--- src/rtl/wps_pkg.sv ---
// Package: shared types and key byte values of the write-protection guard.
// Assumes one write strobe per load slot; key addresses are top parameters.
package wps_pkg;

    // Progress through the key sequences; ST_OPEN means a key completed
    // and the current load window accepts authorised data.
    typedef enum logic [2:0] {
        ST_IDLE = 3'd0,
        ST_K1   = 3'd1,
        ST_K2   = 3'd2,
        ST_D3   = 3'd3,
        ST_D4   = 3'd4,
        ST_D5   = 3'd5,
        ST_OPEN = 3'd6
    } seq_st_t;

    // Result class of one strobe.
    typedef enum logic [1:0] {
        CLS_NONE = 2'd0,
        CLS_PASS = 2'd1,
        CLS_KEY  = 2'd2,
        CLS_SINK = 2'd3
    } cls_t;

    // Protection change requested by a completed key.
    typedef enum logic [1:0] {
        REQ_NONE   = 2'd0,
        REQ_ARM    = 2'd1,
        REQ_DISARM = 2'd2
    } req_t;

    localparam logic [7:0] KD_LEAD   = 8'hAA;
    localparam logic [7:0] KD_SECOND = 8'h55;
    localparam logic [7:0] KD_ARM    = 8'hA0;
    localparam logic [7:0] KD_ESC    = 8'h80;
    localparam logic [7:0] KD_DISARM = 8'h20;

endpackage

--- src/rtl/wps_gap_timer.sv ---
// Module: load-window timer. Counts idle cycles since the last strobe and
// flags the window as closed once LIMIT idle cycles have passed.
// Assumes LIMIT >= 1. Counter saturates; reset leaves the window closed.
module wps_gap_timer #(
    parameter int LIMIT = 30000
) (
    input  logic clk,
    input  logic rst_n,
    input  logic stb,
    output logic expired
);
    localparam int CW = $clog2(LIMIT + 1);
    localparam logic [CW-1:0] CMAX = CW'(LIMIT);

    logic [CW-1:0] cnt_q;

    // Restart on each strobe, otherwise count up to the limit and hold.
    always_ff @(posedge clk) begin
        if (!rst_n) begin
            cnt_q <= CMAX;
        end else if (stb) begin
            cnt_q <= '0;
        end else if (cnt_q != CMAX) begin
            cnt_q <= cnt_q + CW'(1);
        end
    end

    // Window is closed once the count has reached its limit.
    always_comb begin
        expired = (cnt_q == CMAX);
    end
endmodule

--- src/rtl/wps_key_matcher.sv ---
// Module: key sequence matcher. Tracks progress through the arming and
// disarming keys, classifies each strobe and requests protection changes.
// Assumes 'expired' comes from the load-window timer, sampled before the
// timer sees the current strobe. A strobe in a closed window starts fresh.
module wps_key_matcher
    import wps_pkg::*;
#(
    parameter int AW = 13,
    parameter logic [AW-1:0] KEY_A = AW'(13'h1555),
    parameter logic [AW-1:0] KEY_B = AW'(13'h0AAA)
) (
    input  logic          clk,
    input  logic          rst_n,
    input  logic          stb,
    input  logic [AW-1:0] addr,
    input  logic [7:0]    data,
    input  logic          expired,
    input  logic          prot,
    output cls_t          cls,
    output req_t          req,
    output logic          tail_sink
);
    seq_st_t st_q, st_d, st_e;
    logic    got_q, got_d;
    logic    at_a, at_b, lead_hit;
    cls_t    plain_cls;

    // Decode the address/data pair against the key bytes.
    always_comb begin
        at_a      = (addr == KEY_A);
        at_b      = (addr == KEY_B);
        lead_hit  = at_a && (data == KD_LEAD);
        plain_cls = prot ? CLS_SINK : CLS_PASS;
        st_e      = expired ? ST_IDLE : st_q;
    end

    // Next state, strobe class and change request.
    always_comb begin
        st_d      = st_q;
        got_d     = got_q;
        cls       = CLS_NONE;
        req       = REQ_NONE;
        tail_sink = 1'b0;
        if (stb) begin
            // default: mismatch, drop partial key; restart on a lead byte
            st_d = lead_hit ? ST_K1 : ST_IDLE;
            cls  = lead_hit ? CLS_KEY : plain_cls;
            unique case (st_e)
                ST_IDLE: ;
                ST_K1: begin
                    if (at_b && data == KD_SECOND) begin
                        st_d = ST_K2;
                        cls  = CLS_KEY;
                    end
                end
                ST_K2: begin
                    if (at_a && data == KD_ARM) begin
                        st_d  = ST_OPEN;
                        got_d = 1'b0;
                        cls   = CLS_KEY;
                        req   = REQ_ARM;
                    end else if (at_a && data == KD_ESC) begin
                        st_d = ST_D3;
                        cls  = CLS_KEY;
                    end
                end
                ST_D3: begin
                    if (lead_hit) begin
                        st_d = ST_D4;
                        cls  = CLS_KEY;
                    end
                end
                ST_D4: begin
                    if (at_b && data == KD_SECOND) begin
                        st_d = ST_D5;
                        cls  = CLS_KEY;
                    end
                end
                ST_D5: begin
                    if (at_a && data == KD_DISARM) begin
                        st_d  = ST_OPEN;
                        got_d = 1'b0;
                        cls   = CLS_KEY;
                        req   = REQ_DISARM;
                    end
                end
                ST_OPEN: begin
                    st_d  = ST_OPEN;
                    got_d = 1'b1;
                    cls   = CLS_PASS;
                end
                default: ;
            endcase
        end else if (expired && st_q != ST_IDLE) begin
            // window closed with no strobe: drop state, run key-only period
            st_d      = ST_IDLE;
            tail_sink = (st_q == ST_OPEN) && !got_q;
        end
    end

    // Sequence state and the data-seen flag of an open window.
    always_ff @(posedge clk) begin
        if (!rst_n) begin
            st_q  <= ST_IDLE;
            got_q <= 1'b0;
        end else begin
            st_q  <= st_d;
            got_q <= got_d;
        end
    end
endmodule

--- src/rtl/wps_prot_state.sv ---
// Module: protection flag keeper. Holds the latest key request and applies
// it at the end of the next write period.
// Assumes at most one request per cycle; the newest request replaces an
// older pending one.
module wps_prot_state
    import wps_pkg::*;
(
    input  logic clk,
    input  logic rst_n,
    input  req_t req,
    input  logic cyc_done,
    output logic prot
);
    req_t pend_q;
    logic prot_q;

    // Pending request: replaced by a new one, consumed at period end.
    always_ff @(posedge clk) begin
        if (!rst_n) begin
            pend_q <= REQ_NONE;
        end else if (req != REQ_NONE) begin
            pend_q <= req;
        end else if (cyc_done) begin
            pend_q <= REQ_NONE;
        end
    end

    // Flag update at the end of a write period.
    always_ff @(posedge clk) begin
        if (!rst_n) begin
            prot_q <= 1'b0;
        end else if (cyc_done) begin
            if (pend_q == REQ_ARM) begin
                prot_q <= 1'b1;
            end else if (pend_q == REQ_DISARM) begin
                prot_q <= 1'b0;
            end
        end
    end

    // Drive the flag out.
    always_comb begin
        prot = prot_q;
    end
endmodule

--- src/rtl/wps_guard.sv ---
// Module: write-protection key sequence guard (top). Filters host write
// strobes for the page-load controller: key bytes are consumed, authorised
// or unprotected data is forwarded, unauthorised writes become timed no-ops.
// Assumes single-cycle strobes and a one-cycle cyc_done pulse per period.
// All strobe results are registered: one cycle of latency.
module wps_guard
    import wps_pkg::*;
#(
    parameter int AW        = 13,
    parameter int GAP_LIMIT = 30000,
    parameter logic [AW-1:0] KEY_A = AW'(13'h1555),
    parameter logic [AW-1:0] KEY_B = AW'(13'h0AAA)
) (
    input  logic          clk,
    input  logic          rst_n,
    input  logic          wr_stb,
    input  logic [AW-1:0] wr_addr,
    input  logic [7:0]    wr_data,
    input  logic          cyc_done,
    output logic          out_stb,
    output logic [AW-1:0] out_addr,
    output logic [7:0]    out_data,
    output logic          key_byte,
    output logic          sink_start,
    output logic          prot_on
);
    logic expired;
    logic prot;
    logic tail_sink;
    cls_t cls;
    req_t req;

    wps_gap_timer #(
        .LIMIT (GAP_LIMIT)
    ) u_gap (
        .clk     (clk),
        .rst_n   (rst_n),
        .stb     (wr_stb),
        .expired (expired)
    );

    wps_key_matcher #(
        .AW    (AW),
        .KEY_A (KEY_A),
        .KEY_B (KEY_B)
    ) u_match (
        .clk       (clk),
        .rst_n     (rst_n),
        .stb       (wr_stb),
        .addr      (wr_addr),
        .data      (wr_data),
        .expired   (expired),
        .prot      (prot),
        .cls       (cls),
        .req       (req),
        .tail_sink (tail_sink)
    );

    wps_prot_state u_prot (
        .clk      (clk),
        .rst_n    (rst_n),
        .req      (req),
        .cyc_done (cyc_done),
        .prot     (prot)
    );

    // Output stage: one registered result per strobe or window close.
    always_ff @(posedge clk) begin
        if (!rst_n) begin
            out_stb    <= 1'b0;
            key_byte   <= 1'b0;
            sink_start <= 1'b0;
            out_addr   <= '0;
            out_data   <= '0;
        end else begin
            out_stb    <= (cls == CLS_PASS);
            key_byte   <= (cls == CLS_KEY);
            sink_start <= (cls == CLS_SINK) || tail_sink;
            out_addr   <= wr_addr;
            out_data   <= wr_data;
        end
    end

    // Flag is registered inside the keeper; expose it directly.
    always_comb begin
        prot_on = prot;
    end
endmodule

--- config.mk ---
export PLATFORM = sky130hd
export DESIGN_NAME = wps_guard
export DESIGN_NICKNAME = d
export VERILOG_FILES = /design/src/rtl/wps_pkg.sv /design/src/rtl/wps_gap_timer.sv /design/src/rtl/wps_key_matcher.sv /design/src/rtl/wps_prot_state.sv /design/src/rtl/wps_guard.sv
export SDC_FILE = /design/constraint.sdc
export NUM_CORES = 1
export LEC_CHECK = 0
export BUFFER_PORTS_ARGS = -buffer_cell sky130_fd_sc_hd__buf_2
export CORE_UTILIZATION = 53
export DETAILED_ROUTE_END_ITERATION = 10
export GPL_ROUTABILITY_DRIVEN = 0
export HOLD_SLACK_MARGIN = 0.08
export PLACE_DENSITY_LB_ADDON = 0.15
export SYNTH_ARGS = -nofsm -noshare
export SYNTH_HDL_FRONTEND = slang
export SYNTH_SLANG_ARGS = --single-unit
export TNS_END_PERCENT = 100
--- constraint.sdc ---
create_clock -name clk -period 2.5 [get_ports clk]
set_input_delay 0.5 -clock clk [delete_from_list [all_inputs] [get_ports clk]]
set_output_delay 0.5 -clock clk [all_outputs]
set_load 0.01 [all_outputs]
==> flow_metrics.py, run 1 <==
metrics = {
    "status": {
        "run_status": "completed",
    },
    "die": {
        "die-width_microns": 64.7,
        "core_sq_um": 3720,
        "floorplan.initialDensity_pct": 56.1,
        "die_height_microns": 64.7,
        "design.portCount": 50,
        "full_die_area_sq_um": 4190,
        "rows": 22,
    },
    "critical_path": {
        "cp_data_arrival_time_ns": 2.54,
        "timing.critical_path.required_ns": 2.68,
        "worst_r2r_startpoint": "u_gap.cnt_q[1]",
        "crit_path_top_delay_cell": "sky130_fd_sc_hd__or4_4",
        "critPathCaptureType": "register",
        "crit_path_start": "u_gap.cnt_q[1]",
        "worst-path-max-fanout": 17,
        "maximum_cell_stage_delay_along_the_critical_path_ns": 0.68,
        "critical_path_class": "register to register",
        "critPathBufInv": 1,
        "critPathTopFamily": "simple AND/OR/NAND/NOR gates",
        "cp-start-kind": "register",
        "cp_cell_sequence": "inv_1, ha_1, or4bb_1, or4_4, nand2_4, o21ai_2, a31oi_1, o22a_2, o22ai_1",
    },
    "synth": {
        "yosysSeqAreaShare_pct": 44.2,
        "synthesis.yosys.warnings": 0,
        "syn_avg_cell_area_sq_um": 8.80,
        "synth-compound-area-share_pct": 12.9,
        "largest_family_of_logic_cells_by_synthesized_area": "simple AND/OR/NAND/NOR gates",
        "ys.flop_type": "sky130_fd_sc_hd__dfxtp_1",
        "post_synth_xor_area_fraction_pct": 5.46,
        "syn_area_sq_um": 2090,
        "yosysUniqueCellTypes": 43,
        "synth-async-reset-ratio_pct": 0,
        "simple_gate_area_share_of_the_yosys_netlist_pct": 31.4,
        "syn-num-nets": 265,
        "post_synth_fa_ha_maj_area_fraction_pct": 1.80,
        "post_synth_edffs": 0,
        "synth_seq_cells": 46,
        "postSynthCellCount": 237,
        "muxShareOfSynthArea_pct": 0.480,
    },
    "routing": {
        "via_count": 1902,
        "route.final.wire_length_microns": 4570,
        "dr.first_iter.drc_count": 127,
        "drt.antenna.violating_nets": 0,
        "routed_via_density": 5.58,
        "route.detailed.drc": 0,
        "met2_wirelength_microns": 2230,
        "dr.max_layer_used": "met4",
        "detail_route.first_pass.iterations": 4,
        "average_wire_per_standard_cell_microns": 13.4,
        "met3_routed_length_microns": 290,
        "route.layer.met1.wl_microns": 2000,
    },
    "cts": {
        "cts_setup_buffers": 0,
        "cts.hold.buffers_added": 0,
        "ctsLongestPathBuffers": 2,
        "h-tree-depth": 2,
        "clock_insertion_delay_worst_skew_ns": 0.30,
        "cts_resized": 0,
        "cts_tree": "done",
        "clock-sinks": 46,
        "clkSlewWorstSetupHoldPaths_ns": 0.09,
        "cts_buffers": 5,
        "cts_root_buffer": "sky130_fd_sc_hd__clkbuf_8",
    },
    "finish": {
        "post-route-cell-area_sq_um": 2520,
        "flow.area_growth_from_synthesis_pct": 20.8,
        "drive_above_1_share_pct": 25.3,
        "multiInputGateArea_sq_um": 1090,
        "number_of_fillers_in_the_final_layout": 317,
        "number_of_antenna_cells_inserted": 0,
        "design.final.nets": 320,
        "finish.utilization_pct": 67.8,
        "seq_area_sq_um": 921,
    },
    "timing": {
        "worstMarginPinSlew_ns": 0.544,
        "drv_slew": 0,
        "setup-violations-final": 0,
        "final.period_utilization_pct": 94.2,
        "maxSlewHeadroom_pct": 63.4,
        "clock-skew-final_ns": 0.00829,
        "worst_setup_slack_final_ns": 0.145,
        "max_clock_freq_mhz": 425,
        "fin_setup_tns_ns": 0,
        "grt_setup_unrepaired": "no",
        "period_minus_slack_ns": 2.35,
        "hold_viol_final": 0,
    },
    "grt": {
        "track_usage_pct": 24.6,
        "final_global_route_overflow_total": 0,
        "grt_pass1_wl_microns": 8080,
        "initial_antenna_violation_count": 0,
        "grt_max_degree": 39,
        "grt_pass1_vias": 1822,
    },
    "power_and_ir_drop": {
        "p_total_mw": 1.40,
        "irDropWorstVdd_mv": 0.266,
        "static-leakage-power_nw": 1.06,
        "pwr_density_cell_nw_per_um2": 556,
    },
    "placement": {
        "placedInstanceArea_sq_um": 2420,
        "port_buffers": 49,
        "hpwlAfterDp_microns": 3290,
        "dp_slack_ns": -0.0308,
    },
    "run": {
        "cap_violations": 0,
    },
    "worst_hold_path": {
        "worstHoldPathType": "input port to register",
        "hp-start": "wr_addr[2]",
    },
}
-- metrics by stage --
step / cells / hold slack, ns
finish: 341 / 0.416
global route: 341 / 0.421
CTS: 341 / 0.411
detailed placement: 333 / 0.512
global placement: 333 / 0.492
floorplan: 237 / 0.466
-- final cells by class --
cell class,instances,area share (%)
clock buffers,5,2.73
clock inverters,3,0.994
inverters,6,0.894
multi-input cells,172,43.1
flip-flops and latches,46,36.6
well taps,48,2.38
repair buffers,61,13.3
-- cell usage after synthesis (4+ instances only) --
| cell | count | area share, % |
|---|---|---|
| sky130_fd_sc_hd__o21ai_0 | 13 | 3.1 |
| sky130_fd_sc_hd__and2_1 | 21 | 6.3 |
| sky130_fd_sc_hd__nor3_1 | 4 | 0.96 |
| sky130_fd_sc_hd__inv_1 | 6 | 1.1 |
| sky130_fd_sc_hd__nand4_1 | 6 | 1.8 |
| sky130_fd_sc_hd__a21oi_1 | 10 | 2.4 |
| sky130_fd_sc_hd__xnor2_1 | 5 | 2.1 |
| sky130_fd_sc_hd__a31oi_1 | 4 | 1.2 |
| sky130_fd_sc_hd__nor4bb_1 | 4 | 1.9 |
| sky130_fd_sc_hd__nor2b_1 | 6 | 1.8 |
| sky130_fd_sc_hd__nand2_1 | 13 | 2.3 |
| sky130_fd_sc_hd__clkbuf_1 | 12 | 2.2 |
| sky130_fd_sc_hd__nand3_1 | 10 | 2.4 |
| sky130_fd_sc_hd__dfxtp_1 | 46 | 44 |
| sky130_fd_sc_hd__xor2_1 | 8 | 3.4 |
| sky130_fd_sc_hd__nor2_1 | 21 | 3.8 |
-- routing by layer --
metal,track usage [%],up-vias
li1,-,943
met3,6.16,6
met1,29.4,885
met5,0,-
met4,8.33,0
met2,42.4,68
-- power by group --
| group | leakage, nW | internal (mW) | total (mW) | switching, mW |
|---|---|---|---|---|
| sequential | 0.380 | 0.763 | 0.776 | 0.0139 |
| combinational | 0.633 | 0.0701 | 0.150 | 0.0799 |
| clock | 0.0447 | 0.202 | 0.474 | 0.272 |
| total | 1.06 | 1.03 | 1.40 | 0.366 |
-- sequential cells by signal, indices dropped and copies added (netlist names) --
signal and cells:
key_byte 1, out_addr 13, out_data 8, out_stb 1, sink_start 1, u_gap.cnt_q 15, u_match.got_q 1, u_match.st_q 3
u_prot.pend_q 2, u_prot.prot 1
-- path summary, 6_finish.rpt --
path / end / slack (ns) / cells after the start
min: out_addr[2] / 0.42 / 2
max: sink_start / 0.15 / 9
min reg2reg: u_gap.cnt_q[6] / 0.54 / 2
max reg2reg: sink_start / 0.15 / 9
-- cells in the final DEF, fill, tap and decap left out, types with 2 or more instances in the layout --
| master | count |
|---|---|
| sky130_fd_sc_hd__nor4bb_1 | 4 |
| sky130_fd_sc_hd__and4_1 | 3 |
| sky130_fd_sc_hd__o31ai_1 | 2 |
| sky130_fd_sc_hd__nor3_1 | 4 |
| sky130_fd_sc_hd__o21ai_0 | 13 |
| sky130_fd_sc_hd__nand3_1 | 10 |
| sky130_fd_sc_hd__xor2_1 | 8 |
| sky130_fd_sc_hd__a31oi_1 | 4 |
| sky130_fd_sc_hd__or4_1 | 2 |
| sky130_fd_sc_hd__a21oi_1 | 10 |
| sky130_fd_sc_hd__dfxtp_1 | 46 |
| sky130_fd_sc_hd__nand4b_1 | 2 |
| sky130_fd_sc_hd__xnor2_1 | 5 |
| sky130_fd_sc_hd__nand2b_1 | 2 |
| sky130_fd_sc_hd__a21boi_0 | 3 |
| sky130_fd_sc_hd__clkbuf_8 | 5 |
| sky130_fd_sc_hd__a211oi_1 | 3 |
| sky130_fd_sc_hd__and4b_1 | 3 |
| sky130_fd_sc_hd__and2_1 | 21 |
| sky130_fd_sc_hd__nor2b_1 | 6 |
| sky130_fd_sc_hd__buf_4 | 12 |
| sky130_fd_sc_hd__o211ai_1 | 3 |
| sky130_fd_sc_hd__ha_1 | 3 |
| sky130_fd_sc_hd__nand4_1 | 6 |
| sky130_fd_sc_hd__nor3b_1 | 2 |
| sky130_fd_sc_hd__buf_2 | 49 |
| sky130_fd_sc_hd__nor2_1 | 21 |
| sky130_fd_sc_hd__o22ai_1 | 2 |
| sky130_fd_sc_hd__nand2_1 | 13 |
| sky130_fd_sc_hd__inv_1 | 6 |
| sky130_fd_sc_hd__or3_1 | 2 |
| sky130_fd_sc_hd__and3_1 | 3 |
-- logic make-up (layout without fill, tap and decap cells) --
family | Yosys count | count (layout)
flops | 46 | 46
compound gates | 44 | 44
simple gates | 111 | 111
mux | 1 | 1
xor+xnor | 13 | 13
fa+ha+maj | 3 | 3
buf+inv | 19 | 75
No activity file was read; power rests on OpenSTA's default activity.
==> run 2, diff against run 1 <==
--- a/config.mk
+++ b/config.mk
@@ -5,8 +5,9 @@
 export SDC_FILE = /design/constraint.sdc
 export NUM_CORES = 1
 export LEC_CHECK = 0
+export ABC_AREA = 1
 export BUFFER_PORTS_ARGS = -buffer_cell sky130_fd_sc_hd__buf_2
-export CORE_UTILIZATION = 53
+export CORE_UTILIZATION = 44
 export DETAILED_ROUTE_END_ITERATION = 10
 export GPL_ROUTABILITY_DRIVEN = 0
 export HOLD_SLACK_MARGIN = 0.08
==> flow_metrics.py, run 2 <==
metrics = {
    "grt": {
        "final_global_route_overflow_total": 0,
        "grt_pass1_wl_microns": 9040,
        "grt_max_degree": 34,
        "initial_antenna_violation_count": 0,
        "track_usage_pct": 19.1,
        "grt_pass1_vias": 2072,
    },
    "synth": {
        "yosysSeqAreaShare_pct": 37.9,
        "yosys.cell_count.top_type": "sky130_fd_sc_hd__nand2_1",
        "simple_gate_area_share_of_the_yosys_netlist_pct": 40.2,
        "synth_area_leaders": "sky130_fd_sc_hd__dfxtp_1 38%, sky130_fd_sc_hd__nand2_1 11%, sky130_fd_sc_hd__inv_1 9.3%",
        "post_synth_edffs": 0,
        "syn_avg_cell_area_sq_um": 6.71,
        "post_synth_xor_area_fraction_pct": 0.722,
        "top_cell_type_by_total_area_after_synthesis": "sky130_fd_sc_hd__dfxtp_1",
        "syn_area_sq_um": 2430,
        "muxShareOfSynthArea_pct": 0,
        "synth_seq_cells": 46,
        "synth-async-reset-ratio_pct": 0,
        "postSynthCellCount": 362,
        "ys.flop_type": "sky130_fd_sc_hd__dfxtp_1",
        "syn-num-nets": 390,
        "synth-compound-area-share_pct": 7.89,
        "yosysUniqueCellTypes": 31,
        "synth_common_cells": "69 x sky130_fd_sc_hd__nand2_1, 60 x sky130_fd_sc_hd__inv_1, 47 x sky130_fd_sc_hd__nor2_1, 46 x sky130_fd_sc_hd__dfxtp_1, 25 x sky130_fd_sc_hd__nand3_1",
        "synth_top_area_share_pct": 37.9,
        "largest_family_of_logic_cells_by_synthesized_area": "simple AND/OR/NAND/NOR gates",
        "post_synth_fa_ha_maj_area_fraction_pct": 1.55,
        "synthesis.yosys.warnings": 0,
    },
    "die": {
        "die-width_microns": 76.3,
        "floorplan.initialDensity_pct": 46.6,
        "full_die_area_sq_um": 5820,
        "core_sq_um": 5200,
        "rows": 26,
        "die_height_microns": 76.3,
        "design.portCount": 50,
    },
    "finish": {
        "register_ranked_first_by_flip_flop_count": "u_gap.cnt_q",
        "design.final.nets": 443,
        "flow.area_growth_from_synthesis_pct": 19.2,
        "largest_register_ff_count": 15,
        "number_of_antenna_cells_inserted": 0,
        "largestRegisters": "u_gap.cnt_q x15, out_addr x13, out_data x8",
        "finish.utilization_pct": 55.6,
        "number_of_fillers_in_the_final_layout": 526,
        "drive_above_1_share_pct": 25.2,
        "post-route-cell-area_sq_um": 2890,
        "layout_common_cells": "69 x sky130_fd_sc_hd__nand2_1, 60 x sky130_fd_sc_hd__inv_1, 49 x sky130_fd_sc_hd__buf_2, 47 x sky130_fd_sc_hd__nor2_1, 46 x sky130_fd_sc_hd__dfxtp_1",
        "final_common_cell": "sky130_fd_sc_hd__nand2_1",
    },
    "placement": {
        "placedInstanceArea_sq_um": 2750,
        "dp_slack_ns": 0.664,
        "port_buffers": 49,
        "hpwlAfterDp_microns": 4070,
    },
    "critical_path": {
        "cp_data_arrival_time_ns": 1.91,
        "critical_path_class": "register to register",
        "critPathCaptureType": "register",
        "reg_to_reg_setup_timing_slack_ns": 0.79,
        "cp-start-kind": "register",
        "worst-path-max-fanout": 4,
        "timing.critical_path.required_ns": 2.70,
    },
    "cts": {
        "ctsLongestPathBuffers": 2,
        "cts_resized": 0,
        "clock-sinks": 46,
        "clock_insertion_delay_worst_skew_ns": 0.30,
        "h-tree-depth": 2,
        "cts.hold.buffers_added": 0,
        "cts_buffers": 5,
        "cts_tree": "done",
        "cts_setup_buffers": 0,
        "cts_root_buffer": "sky130_fd_sc_hd__clkbuf_8",
        "clkSlewWorstSetupHoldPaths_ns": 0.08,
    },
    "status": {
        "run_status": "completed",
    },
    "timing": {
        "period_minus_slack_ns": 1.71,
        "worst_setup_slack_final_ns": 0.788,
        "grt_setup_unrepaired": "no",
        "clock-skew-final_ns": 0.00470,
        "worstMarginPinSlew_ns": 0.324,
        "setup-violations-final": 0,
        "hold_viol_final": 0,
        "max_clock_freq_mhz": 584,
        "maxSlewHeadroom_pct": 78.4,
        "drv_slew": 0,
        "final.period_utilization_pct": 68.5,
        "final.hold.worst_slack_ns": 0.390,
        "fin_setup_tns_ns": 0,
    },
    "power_and_ir_drop": {
        "static-leakage-power_nw": 1.47,
        "pwr-share-seq_pct": 47.6,
        "switching_share_pct": 23.1,
        "irDropWorstVdd_mv": 0.374,
        "power_switching_uw": 377,
        "power.combinational.fraction_pct": 10.8,
        "clock_power_share_pct": 41.6,
        "internal_power_mw": 1.25,
        "pwr_density_cell_nw_per_um2": 563,
    },
    "routing": {
        "dr.first_iter.drc_count": 103,
        "drt.antenna.violating_nets": 0,
        "detail_route.first_pass.iterations": 5,
        "route.detailed.drc": 0,
        "route.final.wire_length_microns": 5260,
        "average_wire_per_standard_cell_microns": 10.8,
        "routed_via_density": 4.76,
        "via_count": 2312,
    },
    "run": {
        "cap_violations": 0,
    },
    "worst_hold_path": {
        "worstHoldPathType": "input port to register",
    },
}
run 2: changes by cell type after synthesis, sizes merged, moves of 7 or more:
| cell | change |
|---|---|
| nand4 | +7 |
| nor2 | +44 |
| and2 | -21 |
| inv | +61 |
| nand2 | +66 |
| nand3 | +20 |
| clkbuf | -10 |
run 2: power by group through the flow:
| stage | clock [mW] | combinational [mW] | sequential, mW |
|---|---|---|---|
| after floorplan | 0 | 0.0967 | 0.803 |
| after global placement | 0 | 0.175 | 0.793 |
| after detailed placement | 0 | 0.176 | 0.794 |
| after CTS | 0.692 | 0.177 | 0.777 |
| after global routing | 0.722 | 0.199 | 0.780 |
| final | 0.677 | 0.176 | 0.776 |
run 2: worst paths after layout:
kind	from	endpoint	cells past startpoint
worst min register to register	u_prot.pend_q[1]	u_prot.pend_q[1]	2
worst max-delay path	u_gap.cnt_q[0]	sink_start	14
worst min-delay path	wr_addr[6]	out_addr[6]	3
worst max register to register	u_gap.cnt_q[0]	sink_start	14
run 2: routing by layer:
metal / vias to the layer above / track usage (%) / wire, microns / share of wire (%)
li1: 1240 / - / - / -
met1: 1002 / 24.0 / 2520 / 48
met5: - / 0 / 0 / 0
met4: 0 / 7.88 / 87 / 1.7
met3: 10 / 4.67 / 317 / 6.0
met2: 60 / 31.4 / 2330 / 44
run 2: logic make-up (layout without fill, tap and decap cells):
group / after synthesis / after routing
xor gates and xnor gates: 2 / 2
DFF: 46 / 46
AOI/OAI and AO/OA: 36 / 36
adders and majority gates: 3 / 3
buffers and inverters: 74 / 128
and+or+nand+nor: 201 / 201
run 2: area by class of cell:
class	instances	area [sq um]	share of cell area [%]
clock buffer	6	82.6	2.85
clock inverter	2	60.1	2.08
inverter	69	259	8.95
multi-input combinational	242	1220	42.3
sequential	46	921	31.8
tap	70	87.6	3.03
timing repair buffer	51	260	9.00
run 2: metrics by stage:
step / total power, mW / instances
floorplan: 0.899 / 362
global placement: 0.969 / 478
detailed placement: 0.970 / 478
CTS: 1.65 / 486
global route: 1.70 / 486
finish: 1.63 / 486
run 2: critical path, stage by stage, from the launching register on:
cell	delay, ns
sky130_fd_sc_hd__dfxtp_1	0.36
sky130_fd_sc_hd__inv_1	0.07
sky130_fd_sc_hd__ha_1	0.23
sky130_fd_sc_hd__nand3_1	0.10
sky130_fd_sc_hd__nor2_2	0.04
sky130_fd_sc_hd__nand2_2	0.09
sky130_fd_sc_hd__nand2_1	0.09
sky130_fd_sc_hd__nor2_2	0.17
sky130_fd_sc_hd__inv_1	0.08
sky130_fd_sc_hd__nand2_1	0.07
sky130_fd_sc_hd__clkinv_1	0.07
sky130_fd_sc_hd__nand2_1	0.08
sky130_fd_sc_hd__nor2_1	0.04
sky130_fd_sc_hd__nand2_1	0.06
sky130_fd_sc_hd__nand2_1	0.05
==> run 3, diff against run 2 <==
==> constraint.sdc (replaced) <==
create_clock -name clk -period 1.65 [get_ports clk]
set_input_delay 0.33 -clock clk [delete_from_list [all_inputs] [get_ports clk]]
set_output_delay 0.33 -clock clk [all_outputs]
set_load 0.01 [all_outputs]
==> flow_metrics.py, run 3 (synthesis gave the netlist of run 2 again) <==
metrics = {
    "status": {
        "run_status": "completed",
    },
    "run": {
        "cap_violations": 0,
    },
    "timing": {
        "clock-skew-final_ns": 0.00437,
        "final.hold.worst_slack_ns": 0.221,
        "final.period_utilization_pct": 94.9,
        "max_clock_freq_mhz": 638,
        "worst_setup_slack_final_ns": 0.0835,
        "grt_setup_unrepaired": "yes",
        "maxSlewHeadroom_pct": 77.4,
        "setup-violations-final": 0,
        "worstMarginPinSlew_ns": 0.338,
        "period_minus_slack_ns": 1.57,
        "hold_viol_final": 0,
        "drv_slew": 0,
    },
    "cts": {
        "clock_insertion_delay_worst_skew_ns": 0.30,
        "cts.hold.buffers_added": 0,
        "cts_root_buffer": "sky130_fd_sc_hd__clkbuf_8",
        "cts_tree": "done",
        "cts_buffers": 5,
        "ctsLongestPathBuffers": 2,
        "clock-sinks": 46,
        "h-tree-depth": 2,
        "clkSlewWorstSetupHoldPaths_ns": 0.08,
    },
    "routing": {
        "routed_via_density": 4.81,
        "via_count": 2382,
        "average_wire_per_standard_cell_microns": 11.1,
        "route.final.wire_length_microns": 5500,
        "drt.antenna.violating_nets": 0,
        "dr.first_iter.drc_count": 93,
        "route.detailed.drc": 0,
        "detail_route.first_pass.iterations": 4,
    },
    "finish": {
        "largest_register_ff_count": 15,
        "number_of_antenna_cells_inserted": 0,
        "largestRegisters": "u_gap.cnt_q x15, out_addr x13, out_data x8",
        "final_common_cell": "sky130_fd_sc_hd__nand2_1",
        "multiInputGateArea_sq_um": 1340,
        "layout_common_cells": "68 x sky130_fd_sc_hd__nand2_1, 57 x sky130_fd_sc_hd__inv_1, 49 x sky130_fd_sc_hd__buf_2, 38 x sky130_fd_sc_hd__nor2_1, 36 x sky130_fd_sc_hd__dfxtp_1",
        "register_ranked_first_by_flip_flop_count": "u_gap.cnt_q",
        "drive_above_1_share_pct": 33.4,
        "flow.area_growth_from_synthesis_pct": 25.1,
        "design.final.nets": 452,
        "seq_area_sq_um": 933,
        "number_of_fillers_in_the_final_layout": 500,
    },
    "critical_path": {
        "reg_to_reg_setup_timing_slack_ns": 0.08,
        "cp-start-kind": "register",
        "worst-path-max-fanout": 5,
        "critPathCaptureType": "register",
        "reg2reg_depth": 13,
        "timing.critical_path.required_ns": 1.84,
        "cp_data_arrival_time_ns": 1.76,
        "critical_path_class": "register to register",
    },
    "die": {
        "rows": 26,
        "floorplan.initialDensity_pct": 46.6,
        "die-width_microns": 76.3,
        "die_height_microns": 76.3,
        "core_sq_um": 5200,
        "full_die_area_sq_um": 5820,
        "design.portCount": 50,
    },
    "grt": {
        "grt_max_degree": 34,
        "initial_antenna_violation_count": 0,
        "grt_pass1_wl_microns": 9200,
        "grt_pass1_vias": 2182,
        "final_global_route_overflow_total": 0,
        "track_usage_pct": 19.6,
    },
    "placement": {
        "dp_slack_ns": 0.00316,
        "port_buffers": 49,
        "hpwlAfterDp_microns": 4080,
    },
    "power_and_ir_drop": {
        "static-leakage-power_nw": 1.52,
        "pwr_density_cell_nw_per_um2": 714,
        "irDropWorstVdd_mv": 0.443,
    },
    "worst_hold_path": {
        "worstHoldPathType": "input port to register",
        "timing.hold.worst_path_depth": 3,
    },
}
## run 3: cell count changes in the layout (fill, tap and decap cells not counted), moves of 3 or more
cell and change:
sky130_fd_sc_hd__buf_4 +9, sky130_fd_sc_hd__dfxtp_1 -10, sky130_fd_sc_hd__dfxtp_2 +10, sky130_fd_sc_hd__inv_1 -3, sky130_fd_sc_hd__inv_2 +3, sky130_fd_sc_hd__nor2_1 -9
sky130_fd_sc_hd__nor2_2 +5, sky130_fd_sc_hd__nor2_4 +4
## run 3: worst max-delay path: stages (launching register included)
cell and delay [ns]:
sky130_fd_sc_hd__dfxtp_2 0.34, sky130_fd_sc_hd__inv_2 0.08, sky130_fd_sc_hd__ha_4 0.14, sky130_fd_sc_hd__nand2_1 0.06
sky130_fd_sc_hd__nor2_2 0.15, sky130_fd_sc_hd__nand2_4 0.10, sky130_fd_sc_hd__nand3_2 0.09, sky130_fd_sc_hd__nand2_2 0.06
sky130_fd_sc_hd__nand3_1 0.06, sky130_fd_sc_hd__nand2_1 0.08, sky130_fd_sc_hd__nor2_2 0.10, sky130_fd_sc_hd__nand2_2 0.08
sky130_fd_sc_hd__nand2_1 0.07, sky130_fd_sc_hd__nand2_1 0.05
## run 3: final timing paths
kind / end / from
min reg2reg: u_prot.pend_q[1] / u_prot.pend_q[1]
max reg2reg: sink_start / u_gap.cnt_q[0]
min: out_addr[6] / wr_addr[6]
max: sink_start / u_gap.cnt_q[0]
## run 3: what timing repair did
action	4_1_cts	5_1_grt
endpoints found under the setup margin	0	10
hold endpoints to repair	0	0
buffers inserted	0	3
resized for setup	0	39
## run 3: stage by stage
stage	cells	power [mW]	TNS (ns)	utilization [%]	cell area, sq um
after floorplan	362	1.36	0	-	2430
after global placement	484	1.47	-0.0302	53.7	2800
after detailed placement	484	1.48	0	53.7	2800
after CTS	492	2.19	0	55.5	2890
after global routing	495	2.28	-0.122	58.3	3040
final	495	2.17	0	58.3	3040
## run 3: metal layers
layer | vias up | track usage [%] | share of wire [%]
met5 | - | 0 | 0
met4 | 0 | 10.2 | 2.7
met3 | 13 | 3.35 | 5.8
met2 | 69 | 32.8 | 44
met1 | 1036 | 24.1 | 48
li1 | 1264 | - | -
## run 3: layout make-up
type | count | area share (%)
multi-input cells | 242 | 44.0
flip-flops and latches | 46 | 30.7
clock inverters | 1 | 0.165
clock buffers | 7 | 2.84
well taps | 70 | 2.88
inverters | 69 | 8.53
repair buffers | 60 | 10.8
## run 3: report_power, final
group	leakage, nW	internal [mW]	switching, mW
clock	0.0482	0.338	0.363
combinational	1.09	0.109	0.180
sequential	0.382	1.16	0.0230
total	1.52	1.60	0.567
